===== src/rtl/adc_autotrig_pkg.sv =====
package adc_autotrig_pkg;

  // Source codes; the numeric values are decoded by the selector.
  typedef enum logic [2:0] {
    SRC_FREE_RUN = 3'd0,
    SRC_ACOMP    = 3'd1,
    SRC_EXTINT0  = 3'd2,
    SRC_TMR_CMPA = 3'd3,
    SRC_TMR_OVF  = 3'd4
  } trig_src_e;

  localparam int unsigned RST_SYNC_STAGES = 2;

endpackage


===== src/rtl/adc_trig_rst_sync.sv =====
module adc_trig_rst_sync #(
  parameter int unsigned STAGES = 2
) (
  input  logic clk,
  input  logic arst_n,
  output logic rst_n_o
);

  logic [STAGES-1:0] sync_q;
  logic [STAGES-1:0] sync_d;

  always_comb begin
    sync_d = {sync_q[STAGES-2:0], 1'b1};
  end

  always_ff @(posedge clk or negedge arst_n) begin
    if (!arst_n) sync_q <= '0;
    else         sync_q <= sync_d;
  end

  assign rst_n_o = sync_q[STAGES-1];

endmodule


===== src/rtl/adc_trig_src_mux.sv =====
module adc_trig_src_mux #(
  parameter int unsigned N_EVT = 4,
  parameter int unsigned SEL_W = 3
) (
  input  logic [SEL_W-1:0] sel,
  input  logic [N_EVT-1:0] evt,
  input  logic             done,
  output logic             level
);

  import adc_autotrig_pkg::*;

  logic [N_EVT-1:0] hit;

  // One decoder per event line, code i+1 selects evt[i].
  for (genvar g = 0; g < N_EVT; g++) begin : g_dec
    assign hit[g] = (sel == SEL_W'(g + 1)) & evt[g];
  end

  always_comb begin
    level = |hit;
    if (sel == SEL_W'(SRC_FREE_RUN)) level = done;
  end

endmodule


===== src/rtl/adc_trig_edge_det.sv =====
module adc_trig_edge_det #(
  parameter int unsigned SEL_W = 3
) (
  input  logic             clk,
  input  logic             rst_n,
  input  logic [SEL_W-1:0] sel,
  input  logic             level,
  output logic             rise,
  output logic             into_free
);

  logic             lvl_q, lvl_d;
  logic [SEL_W-1:0] sel_q, sel_d;
  logic             smp_en;

  // Sampling runs every cycle, independent of any enable.
  assign smp_en = 1'b1;

  always_comb begin
    lvl_d = lvl_q;
    sel_d = sel_q;
    if (smp_en) begin
      lvl_d = level;
      sel_d = sel;
    end
  end

  always_ff @(posedge clk or negedge rst_n) begin
    if (!rst_n) begin
      lvl_q <= 1'b0;
      sel_q <= '0;
    end else begin
      lvl_q <= lvl_d;
      sel_q <= sel_d;
    end
  end

  assign rise      = level & ~lvl_q;
  assign into_free = (sel == '0) & (sel_q != '0);

endmodule


===== src/rtl/adc_trig_start_gen.sv =====
module adc_trig_start_gen (
  input  logic clk,
  input  logic rst_n,
  input  logic adc_en,
  input  logic auto_en,
  input  logic rise,
  input  logic into_free,
  input  logic manual,
  input  logic busy,
  output logic start
);

  logic start_q, start_d;
  logic auto_req, any_req, can_go;

  always_comb begin
    auto_req = auto_en & rise & ~into_free;
    any_req  = auto_req | manual;
    can_go   = adc_en & ~busy & ~start_q;
    start_d  = any_req & can_go;
  end

  always_ff @(posedge clk or negedge rst_n) begin
    if (!rst_n) start_q <= 1'b0;
    else        start_q <= start_d;
  end

  assign start = start_q;

endmodule


===== src/rtl/adc_autotrig_sel.sv =====
module adc_autotrig_sel #(
  parameter int unsigned N_EVT = 4,
  localparam int unsigned SEL_W = $clog2(N_EVT + 1)
) (
  input  logic             clk,
  input  logic             arst_n,
  input  logic             adc_en,
  input  logic             auto_en,
  input  logic [SEL_W-1:0] src_sel,
  input  logic [N_EVT-1:0] evt_flags,
  input  logic             conv_done,
  input  logic             conv_busy,
  input  logic             manual_start,
  output logic             start_conv
);

  import adc_autotrig_pkg::*;

  logic rst_q_n;
  logic sel_level;
  logic sel_rise;
  logic sel_into_free;

  adc_trig_rst_sync #(.STAGES(RST_SYNC_STAGES)) u_rst (
    .clk     (clk),
    .arst_n  (arst_n),
    .rst_n_o (rst_q_n)
  );

  adc_trig_src_mux #(.N_EVT(N_EVT), .SEL_W(SEL_W)) u_mux (
    .sel   (src_sel),
    .evt   (evt_flags),
    .done  (conv_done),
    .level (sel_level)
  );

  adc_trig_edge_det #(.SEL_W(SEL_W)) u_edge (
    .clk       (clk),
    .rst_n     (rst_q_n),
    .sel       (src_sel),
    .level     (sel_level),
    .rise      (sel_rise),
    .into_free (sel_into_free)
  );

  adc_trig_start_gen u_start (
    .clk       (clk),
    .rst_n     (rst_q_n),
    .adc_en    (adc_en),
    .auto_en   (auto_en),
    .rise      (sel_rise),
    .into_free (sel_into_free),
    .manual    (manual_start),
    .busy      (conv_busy),
    .start     (start_conv)
  );

endmodule


===== config.mk =====
export PLATFORM = sky130hd
export DESIGN_NAME = adc_autotrig_sel
export DESIGN_NICKNAME = d
export VERILOG_FILES = /design/src/rtl/adc_autotrig_pkg.sv /design/src/rtl/adc_trig_rst_sync.sv /design/src/rtl/adc_trig_src_mux.sv /design/src/rtl/adc_trig_edge_det.sv /design/src/rtl/adc_trig_start_gen.sv /design/src/rtl/adc_autotrig_sel.sv
export SDC_FILE = /design/constraint.sdc
export NUM_CORES = 1
export LEC_CHECK = 0
export ABC_AREA = 1
export BUFFER_PORTS_ARGS = -buffer_cell sky130_fd_sc_hd__buf_2
export CORE_AREA = 3 3 40 42
export DETAILED_ROUTE_END_ITERATION = 7
export DIE_AREA = 0 0 43 45
export GPL_TIMING_DRIVEN = 0
export PLACE_DENSITY_LB_ADDON = 0.1
export REMOVE_ABC_BUFFERS = 1
export SYNTH_ARGS = -nofsm -noshare
export SYNTH_HDL_FRONTEND = slang
export SYNTH_SLANG_ARGS = --single-unit

===== constraint.sdc =====
create_clock -name clk -period 0.8 [get_ports clk]
set_input_delay 0.04 -clock clk [delete_from_list [all_inputs] [get_ports clk]]
set_output_delay 0.04 -clock clk [all_outputs]
set_load 0.05 [all_outputs]

== After elaboration in Yosys (flattened, before gate mapping) ==
Cells that the tools add are included.

* Input bits: 14
* Register bits: 7
* Output and inout bits: 1
* Logic and storage cells: 28

* Equality and inequality tests: 4
* Reductions and logical operators: 3
* Multiplexer cells: 1
* Bitwise operators: 16

{| class="wikitable"
|+ Operator list
! operator !! count
|-
| $and 1x1->1 || 11
|-
| $eq 3x2->1 const B || 2
|-
| $not 1->1 || 4
|-
| $reduce_or 4->1 || 1
|-
| $eq 3x1->1 const B || 1
|-
| $eq 3x3->1 const B || 1
|-
| $logic_not 3->1 || 1
|-
| $reduce_bool 3->1 || 1
|-
| $mux 1 || 1
|-
| $or 1x1->1 || 1
|}

== Logic depth before layout (Yosys ltp) ==
Gate-level depths: netlist of the first run.

* Depth after elaboration: 9
* Mapped depth: 6
* Gate-level depth less buffers: 6

== Hierarchy ==
From an unflattened synthesis of the first run, not the netlist that was laid out.

* Cells, all modules: 41
* Area, all modules: 314.1 um^2

{| class="wikitable"
|+ By module, submodules not included
! module !! seq. area each (um^2) !! cells each !! instances !! area each (um^2)
|-
| adc_trig_edge_det || 100.1 || 14 || 1 || 137.6
|-
| adc_trig_src_mux || 0.0 || 17 || 1 || 68.8
|-
| adc_trig_rst_sync || 50.0 || 3 || 1 || 53.8
|-
| adc_trig_start_gen || 25.0 || 7 || 1 || 53.8
|}

== Worst setup path after synthesis of the first run ==
Ideal clock, no wire load.

* Path type: register to register
* Start: reg u_start.start_q (netlist: u_start.start)
* End: reg u_start.start_q (netlist: u_start.start)
* Library setup time: 0.073 ns
* Clock period less this slack: 0.909 ns
* Arrival time: 0.836 ns
* Path slack: -0.109 ns
* Buffers on the path: 0
* Data required time: 0.727 ns
* Stages on the path, launching flop included: 4
* Cell sequence: dfrtp_1 -> nor2_1 -> nand2_1 -> a21oi_2

* Word-level cells in the longest chain between the ends: 3

{| class="wikitable"
|+ RTL lines
! item !! line !! text
|-
| start: declaration || adc_trig_start_gen.sv:13 || <nowiki>logic start_q, start_d;</nowiki>
|-
| start signal: assignment || adc_trig_start_gen.sv:25 || <nowiki>else start_q <= start_d;</nowiki>
|-
| $not 1->1 || adc_trig_start_gen.sv:19 || <nowiki>can_go = adc_en & ~busy & ~start_q;</nowiki>
|-
| $and 1x1->1 || adc_trig_start_gen.sv:19 ||
|-
| $and 1x1->1 || adc_trig_start_gen.sv:20 || <nowiki>start_d = any_req & can_go;</nowiki>
|-
| via u_start.start_d || adc_trig_start_gen.sv:13 ||
|}

The timed path passes the listed nets, and every way through them passes these cells.

== Worst setup path after layout of the first run ==
* Start: reg u_edge.sel_q[0]
* End: reg u_start.start_q (netlist: u_start.start)

* Word-level cells in the longest chain between the ends: 6

{| class="wikitable"
|+ RTL lines
! item !! line !! text
|-
| start: declaration || adc_trig_edge_det.sv:13 || <nowiki>logic [SEL_W-1:0] sel_q, sel_d;</nowiki>
|-
| start signal: assignment || adc_trig_edge_det.sv:34 || <nowiki>sel_q <= sel_d;</nowiki>
|-
| $reduce_bool 3->1 || adc_trig_edge_det.sv:39 || <nowiki>assign into_free = (sel == '0) & (sel_q != '0);</nowiki>
|-
| $and 1x1->1 || adc_trig_edge_det.sv:39 ||
|-
| $not 1->1 || adc_trig_start_gen.sv:17 || <nowiki>auto_req = auto_en & rise & ~into_free;</nowiki>
|-
| $and 1x1->1 || adc_trig_start_gen.sv:17 ||
|-
| $or 1x1->1 || adc_trig_start_gen.sv:18 || <nowiki>any_req = auto_req | manual;</nowiki>
|-
| $and 1x1->1 || adc_trig_start_gen.sv:20 ||
|-
| via u_start.start_d || adc_trig_start_gen.sv:13 ||
|}

The timed path passes the listed nets, and every way through them passes these cells.

==> results_dict.tcl, run 1 <==
set metrics [dict create \
    fmax_mhz 1100 \
    vias_per_cell 3.73 \
    cts.sinks 7 \
    fillCellCount 148 \
    cts_buffers 3 \
    h-tree-depth 1 \
    initial_core_util 0.231 \
    cp_slowest_stage_delay_ns 0.35 \
    dp.cells 64 \
    grt_pass1_wl_mm 1.00 \
    critical_path.endpoint_type "flop" \
    setup_viol 2 \
    power_uw 819 \
    drive_above_1_share 0.345 \
    multi_input_area_um2 95.1 \
    yosys_warnings 0 \
    critPathLaunchType "flop" \
    power.share.clock 0.395 \
    antenna_cells 0 \
    postRouteAntennaNets 0 \
    final_common_cell "buf_2" \
    die_h_um 45 \
    grt_use_total 0.0747 \
    grtUsageMet1 0.0790 \
    globalRoute.busiestLayer "met2" \
    p_seq_frac 0.469 \
    dieArea_um2 1940 \
    ff2ff_path_depth 5 \
    worst_ep_arrival_time_ns 1.10 \
    ys_seq_area_frac 0.591 \
    place.gp.congestion 0.653 \
    met3_usage 0.0239 \
    drc_errors 0 \
    clk_pin_slew_ns 0.06 \
    pin_count 15 \
    core_um2 1280 \
    status "finished with violations" \
    critPathMaxFanout 1 \
    synth_seq_cells 7 \
    final_cells 73 \
    via_count 272 \
    hold_viol 0 \
    p_int_uw 617 \
    finalWirelength_um 603 \
    syn_area_um2 297 \
    io_buffers 14 \
    final_cell_mix "13 x buf_2, 7 x nand2_1, 7 x inv_1, 7 x dfrtp_1, 5 x nor2_1" \
    crit_type "reg2reg" \
    die_x_um 43 \
    period_minus_slack_ns 0.912 \
    synth_cell_type_count 11 \
    synth_cells 35 \
    final_util 0.363 \
    place_hpwl_um 483 \
    switchingPower_uw 202 \
    fin_skew_ns 0.000278 \
    clock_latency_ns 0.25 \
    worstHoldStart "conv_busy" \
    reg2reg_from "u_edge.sel_q[0]" \
    cts_tree "yes" \
    p_leak_nw 0.258 \
    grt_max_degree 7 \
    syn_area_per_cell_um2 8.47 \
    reg2reg_slack_ns -0.11 \
    holdPathEnd "u_start.start" \
    required_ns 0.98 \
    num-nets-final 73 \
    vdd_ir_drop_max_mv 0.471 \
    clk_path_buf_depth 2 \
    sw_frac_of_total 0.247 \
    power_frac_comb 0.137 \
    grt_overflow_total 0 \
    root_buffer "clkbuf_4" \
    placementRows 13 \
    p_per_area_nw_per_um2 1760 \
    failed_checks "negative setup slack" \
    post-route-period-util 1.14 \
    min_path_cells 4 \
    r2r_end "u_start.start" \
    hold_class "in2reg" \
    setup_ws_ns -0.112 \
    wl_per_cell_um 8.26 \
    path_cells "nor2_1 -> nand2_1 -> a21oi_1 -> nand3_1 -> a21oi_2" \
    totalNegativeSetupSlack_ns -0.138 \
    crit_path_top_delay_cell "dfrtp_1" \
    grt_pass1_vias 263 \
    rsz0062_at_grt "yes" \
    seqCellArea_um2 175 \
    antenna_found_initial 0 \
    drtIter0Drc 6 \
    area_delta_synth_final_pct 57.4 \
    maxSlewViolCount 0 \
    firstDrtPassIters 2 \
    max-cap-violations 0 \
    grtUsageMet2 0.117 \
]
-- through the flow --
step / setup slack (ns) / instance area [um2] / hold slack, ns
after floorplan: -0.109 / 297 / -0.256
after global placement: -0.127 / 385 / -0.176
after detailed placement: -0.134 / 385 / -0.172
after CTS: -0.140 / 457 / -0.0570
after global routing: -0.199 / 467 / 0.0110
final: -0.112 / 467 / 0.0178
-- logic make-up (layout without fill, tap and decap cells) --
| logic type | after synthesis | in the layout | share of synthesized area |
|---|---|---|---|
| AND/OR/NAND/NOR | 16 | 16 | 0.219 |
| flip-flops | 7 | 7 | 0.591 |
| buffers and inverters | 7 | 30 | 0.0886 |
| AO/OA/AOI/OAI | 4 | 4 | 0.0886 |
| other | 1 | 1 | 0.0126 |
-- power by group through the flow --
stage	logic [mW]	clock network, mW	registers [mW]
6_report	0.112	0.323	0.384
5_1_grt	0.126	0.358	0.387
4_1_cts	0.110	0.341	0.385
3_5_place_dp	0.0921	0	0.391
3_3_place_gp	0.0888	0	0.390
2_1_floorplan	0.0362	0	0.397
-- final cells by class --
type / instances / share of cell area
flip-flops and latches: 7 / 0.375
clock inverters: 1 / 0.0107
well taps: 15 / 0.0402
inverters: 7 / 0.0563
clock buffers: 3 / 0.0483
repair buffers: 19 / 0.265
multi-input cells: 21 / 0.204
-- sequential cells by signal, summed over array words and instances, names as in the netlist --
register / cells
u_edge.sel_q: 3
u_rst.sync_q: 2
u_edge.lvl_q: 1
u_start.start: 1
-- worst max path at each step --
stage / to / slack (ns) / start
after global placement: u_start.start / -0.13 / u_edge.sel_q[1]
after global routing: u_start.start / -0.20 / u_edge.sel_q[0]
after floorplan: u_start.start / -0.11 / u_start.start
after detailed placement: u_start.start / -0.13 / u_edge.sel_q[1]
final: u_start.start / -0.11 / u_edge.sel_q[0]
after CTS: u_start.start / -0.14 / u_edge.sel_q[0]
-- routing by layer --
layer / vias to the layer above / routed length [um]
li1: 151 / -
met1: 110 / 246
met2: 11 / 305
met3: 0 / 52
met4: 0 / 0
met5: - / 0
-- cells in the mapped netlist --
library cell,number,area (um2)
nand3_1,3,15.0
a21oi_2,1,8.76
nand2_1,7,26.3
a21boi_0,1,7.51
dfrtp_1,7,175
nor3_1,1,5.00
conb_1,1,3.75
nor2_1,5,18.8
o21ai_0,1,5.00
inv_1,7,26.3
a21oi_1,1,5.00
-- worst max-delay path, delay by kind of cell, from the launching register on --
family | cells | cell delay [ns]
AOI/OAI and AO/OA | 2 | 0.23
DFF | 1 | 0.35
and+or+nand+nor | 3 | 0.26
-- timing repair --
action / in CTS / in global routing
hold buffers: 3 / 1
buffers inserted: 1 / 0
pin swaps: 3 / 1
endpoints found under the setup margin: 2 / 2
gates resized for setup: 2 / 0
hold endpoints to repair: 5 / 1
Note: power is estimated with default switching activity, not from simulation.
==> run 2, diff against run 1 <==
- TNS_END_PERCENT: default -> 10
- clock period: 0.8 -> 0.9 ns (I/O delays scaled with it)
==> run 2 against run 1 <==
Effect of this change: the run still ends with negative setup slack left; first-iteration DRC count is the same; maximum frequency fell by 0.53%; critical path depth unchanged; flip-flop and latch count stayed put; die area unchanged; critical endpoint unchanged; setup slack better by 0.095 ns; register-to-register slack improved by 0.095 ns; utilization decreased by 0.88 points.
==> results_dict.tcl, run 2 (synthesis gave the netlist of run 1 again) <==
set metrics [dict create \
    crit_path_top_delay_cell "dfrtp_1" \
    fmax_mhz 1090 \
    reg2reg_slack_ns -0.02 \
    die_h_um 45 \
    finalWirelength_um 598 \
    final_common_cell "buf_2" \
    crit_start "u_edge.sel_q[0]" \
    min_path_cells 3 \
    place_hpwl_um 483 \
    pin_count 15 \
    placed_area_um2 385 \
    r2r_end "u_start.start" \
    sw_frac_of_total 0.244 \
    postRouteAntennaNets 0 \
    hold_class "in2reg" \
    io_buffers 14 \
    grt_pass1_wl_um 986 \
    drive_above_1_share 0.333 \
    drc_errors 0 \
    setup_ws_ns -0.0164 \
    clock_latency_ns 0.25 \
    regMostFlops "u_edge.sel_q" \
    place.gp.congestion 0.653 \
    maxSlewViolCount 0 \
    cts_setup_buffers 0 \
    p_per_area_nw_per_um2 1580 \
    crit_type "reg2reg" \
    cts.sinks 7 \
    grt_overflow_total 0 \
    setup_viol 1 \
    design_area_um2 455 \
    required_ns 1.08 \
    fillCellCount 149 \
    path_cells "nor2_1 -> nand2_1 -> a21oi_1 -> nand3_1 -> a21oi_2" \
    largest_register_ffs 3 \
    worst_ep_arrival_time_ns 1.10 \
    h-tree-depth 1 \
    wl_met3_um 52 \
    power.share.clock 0.394 \
    critical_path.endpoint_type "flop" \
    p_leak_nw 0.252 \
    max-cap-violations 0 \
    crit_cells 5 \
    core_um2 1280 \
    post-route-period-util 1.02 \
    p_seq_frac 0.474 \
    largestRegisters "u_edge.sel_q x3, u_rst.sync_q x2" \
    switchingPower_uw 176 \
    vias_per_cell 3.75 \
    antenna_cells 0 \
    place_ws_ns -0.0343 \
    dieArea_um2 1940 \
    highest_layer "met3" \
    critPathLaunchType "flop" \
    p_int_uw 544 \
    status "finished with violations" \
    wl_met2_um 302 \
    wl_met1_um 243 \
    grt_use_total 0.0738 \
    firstDrtPassIters 2 \
    fin_skew_ns 0.00204 \
    power_frac_comb 0.132 \
    num-nets-final 72 \
    grt_max_degree 7 \
    antenna_found_initial 0 \
    vdd_ir_drop_max_mv 0.418 \
    hold_viol 0 \
    clk_path_buf_depth 2 \
    ff2ff_path_depth 5 \
    final_util 0.354 \
    final_cell_mix "13 x buf_2, 7 x nand2_1, 7 x inv_1, 7 x dfrtp_1, 5 x nor2_1" \
    crit_buf_inv 0 \
    grt_pass1_vias 255 \
    rsz0062_at_grt "yes" \
    period_minus_slack_ns 0.916 \
    reg2reg_from "u_edge.sel_q[0]" \
    cts_tree "yes" \
    initial_core_util 0.231 \
    critPathMaxFanout 1 \
    die_x_um 43 \
    totalNegativeSetupSlack_ns -0.0164 \
    area_delta_synth_final_pct 53.6 \
    clk_pin_slew_ns 0.06 \
    cts_buffers 3 \
    via_count 270 \
    drtIter0Drc 6 \
    cp_slowest_stage_delay_ns 0.35 \
    path_delay_family "flip-flops" \
    root_buffer "clkbuf_4" \
    cp-endpoint "u_start.start" \
    hold_ws_ns 0.0273 \
    wl_per_cell_um 8.31 \
    failed_checks "negative setup slack" \
    placementRows 13 \
]
## run 2: routing by layer
metal  up-vias  global-route usage
met1       109              0.0813
li1        150                   -
met4         0              0.0723
met2        11               0.111
met5         -                   0
met3         0              0.0239
## run 2: area by class of cell
class / count / area (um2) / share of cell area
clock buffer: 3 / 22.5 / 0.0495
multi-input combinational: 21 / 95.1 / 0.209
clock inverter: 1 / 5.00 / 0.0110
timing repair buffer: 18 / 113 / 0.247
inverter: 7 / 26.3 / 0.0577
tap: 15 / 18.8 / 0.0412
sequential: 7 / 175 / 0.385
## run 2: timing repair
| item | 4_1_cts | 5_1_grt |
|---|---|---|
| setup endpoints to repair | 2 | 1 |
| pin swaps | 3 | 1 |
| endpoints found under the hold margin | 5 | 1 |
| resized for setup | 1 | 0 |
| hold buffers | 3 | 1 |
## run 2: worst min path at each step
stage / start / to / slack [ns]
floorplan: arst_n / u_rst.sync_q[0] / -0.25
global placement: arst_n / u_rst.sync_q[1] / -0.17
detailed placement: arst_n / u_rst.sync_q[1] / -0.17
CTS: src_sel[0] / u_edge.sel_q[0] / -0.05
global route: adc_en / u_start.start / 0.01
finish: adc_en / u_start.start / 0.03
## run 2: power by group through the flow
stage	logic [mW]	clock network (mW)	registers, mW
floorplan	0.0322	0	0.353
global placement	0.0789	0	0.347
detailed placement	0.0819	0	0.347
CTS	0.0930	0.303	0.342
global route	0.107	0.323	0.344
finish	0.0951	0.284	0.341
## run 2: tightest hold or removal path, cell delays in order
cell and delay, ns:
buf_2 0.10, nand2_1 0.07, a21oi_2 0.03
## run 2: metrics by stage
stage	power (mW)	instances
after detailed placement	0.429	64
after floorplan	0.385	35
after global routing	0.774	72
after global placement	0.426	64
after CTS	0.738	71
final	0.720	72
==> run 3, diff against run 2 <==
- CELL_PAD_IN_SITES_DETAIL_PLACEMENT: default -> 0
- CELL_PAD_IN_SITES_GLOBAL_PLACEMENT: default -> 1
- clock period: 0.9 -> 1.05 ns (I/O delays scaled with it)
==> run 3 against run 2 <==
Effect of this change: the run now ends clean; non-clock buffer count stayed put; register-to-register slack better by 0.13 ns; count of clock-buffer cells in the layout unchanged; combinational power down 15%; critical path depth unchanged; wire length rose by 5.5%; worst hold slack hardly changed; largest power group unchanged.
==> results_dict.tcl, run 3 (synthesis gave the netlist of run 1 again) <==
set metrics [dict create \
    clk_pin_slew_ns 0.05 \
    post-route-period-util 0.892 \
    clk_path_buf_depth 2 \
    hold_class "in2reg" \
    cts_tree "yes" \
    ff2ff_path_depth 5 \
    reg2reg_slack_ns 0.11 \
    fin_skew_ns 0.000139 \
    critical_path.endpoint_type "flop" \
    min_path_cells 3 \
    r2r_end "u_start.start" \
    worst_ep_arrival_time_ns 1.12 \
    hold_viol 0 \
    drive_above_1_share 0.333 \
    place.gp.congestion 0.620 \
    final_util 0.352 \
    pin_count 15 \
    clock_latency_ns 0.25 \
    power_uw 620 \
    final_cells 72 \
    hold_buffers 4 \
    crit_path_top_delay_cell "dfrtp_1" \
    ctsResizeCount 0 \
    crit_type "reg2reg" \
    antenna_cells 0 \
    critPathLaunchType "flop" \
    holdPathEnd "u_start.start" \
    place_ws_ns 0.124 \
    area_delta_synth_final_pct 52.7 \
    via_count 274 \
    setup_ws_ns 0.113 \
    fmax_mhz 1070 \
    period_minus_slack_ns 0.937 \
    drtIter0Drc 0 \
    largestRegisters "u_edge.sel_q x3, u_rst.sync_q x2" \
    place_hpwl_um 499 \
    status "finished clean" \
    cts_setup_buffers 0 \
    postRouteAntennaNets 0 \
    regMostFlops "u_edge.sel_q" \
    grt_overflow_total 0 \
    finalWirelength_um 631 \
    num-nets-final 72 \
    grt_use_total 0.0769 \
    grt_pass1_wl_um 986 \
    drc_errors 0 \
    max-cap-violations 0 \
    final_common_cell "buf_2" \
    dp.cells 64 \
    largest_register_ffs 3 \
    placementRows 13 \
    initial_core_util 0.231 \
    grt_max_degree 7 \
    dieArea_um2 1940 \
    critPathMaxFanout 1 \
    antenna_found_initial 0 \
    maxSlewViolCount 0 \
    p_leak_nw 0.252 \
    final_cell_mix "14 x buf_2, 7 x nand2_1, 7 x inv_1, 7 x dfrtp_1, 5 x nor2_1" \
    root_buffer "clkbuf_4" \
    firstDrtPassIters 1 \
    totalNegativeSetupSlack_ns 0 \
    cts_buffers 3 \
    rsz0062_at_grt "no" \
    die_h_um 45 \
    cp_slowest_stage_delay_ns 0.37 \
    grt_pass1_vias 262 \
    p_per_area_nw_per_um2 1370 \
    h-tree-depth 1 \
    path_cells "nor2_1 -> nand2_1 -> a21oi_1 -> nand3_1 -> a21oi_2" \
    core_um2 1280 \
    reg2reg_from "u_edge.sel_q[1]" \
    setup_viol 0 \
    die_x_um 43 \
    required_ns 1.24 \
    worstHoldStart "adc_en" \
    vdd_ir_drop_max_mv 0.356 \
    cts.sinks 7 \
    io_buffers 14 \
    wl_per_cell_um 8.76 \
    vias_per_cell 3.81 \
]
[run 3: stage by stage]
step / area (um2) / hold WS (ns)
final: 453 / 0.0271
after global routing: 453 / 0.0212
after CTS: 453 / 0.0178
after detailed placement: 385 / -0.161
after global placement: 385 / -0.164
after floorplan: 297 / -0.243
[run 3: layout make-up]
class	count	area, um2
well taps	15	18.8
inverters	7	26.3
fillers	152	832
clock buffers	3	22.5
multi-input cells	21	95.1
clock inverters	1	5.00
repair buffers	18	110
flip-flops and latches	7	175
[run 3: where the power goes]
| group | switching, mW | internal (mW) |
|---|---|---|
| Combinational | 0.0393 | 0.0411 |
| Sequential | 0.00755 | 0.285 |
| Clock | 0.107 | 0.139 |
| Total | 0.154 | 0.466 |
[run 3: how the worst max path moves through the flow]
stage          cells after the start  slack [ns]            end            start
2_1_floorplan                      3        0.14  u_start.start    u_start.start
3_3_place_gp                       5        0.13  u_start.start  u_edge.sel_q[1]
3_5_place_dp                       5        0.12  u_start.start  u_edge.sel_q[1]
4_1_cts                            5        0.11  u_start.start  u_edge.sel_q[1]
5_1_grt                            5        0.02  u_start.start  u_edge.sel_q[1]
6_report                           5        0.11  u_start.start  u_edge.sel_q[1]
[run 3: metal layers]
layer | share of wire | track usage
met1 | 0.39 | 0.0756
met2 | 0.49 | 0.111
met3 | 0.11 | 0.0359
met4 | 0.0079 | 0.0904
met5 | 0 | 0
[run 3: worst max-delay path, delay by kind of cell, from the launching register on]
family | cells | cell delay (ns)
flip-flops | 1 | 0.37
AND/OR/NAND/NOR | 3 | 0.25
AO/OA/AOI/OAI | 2 | 0.25
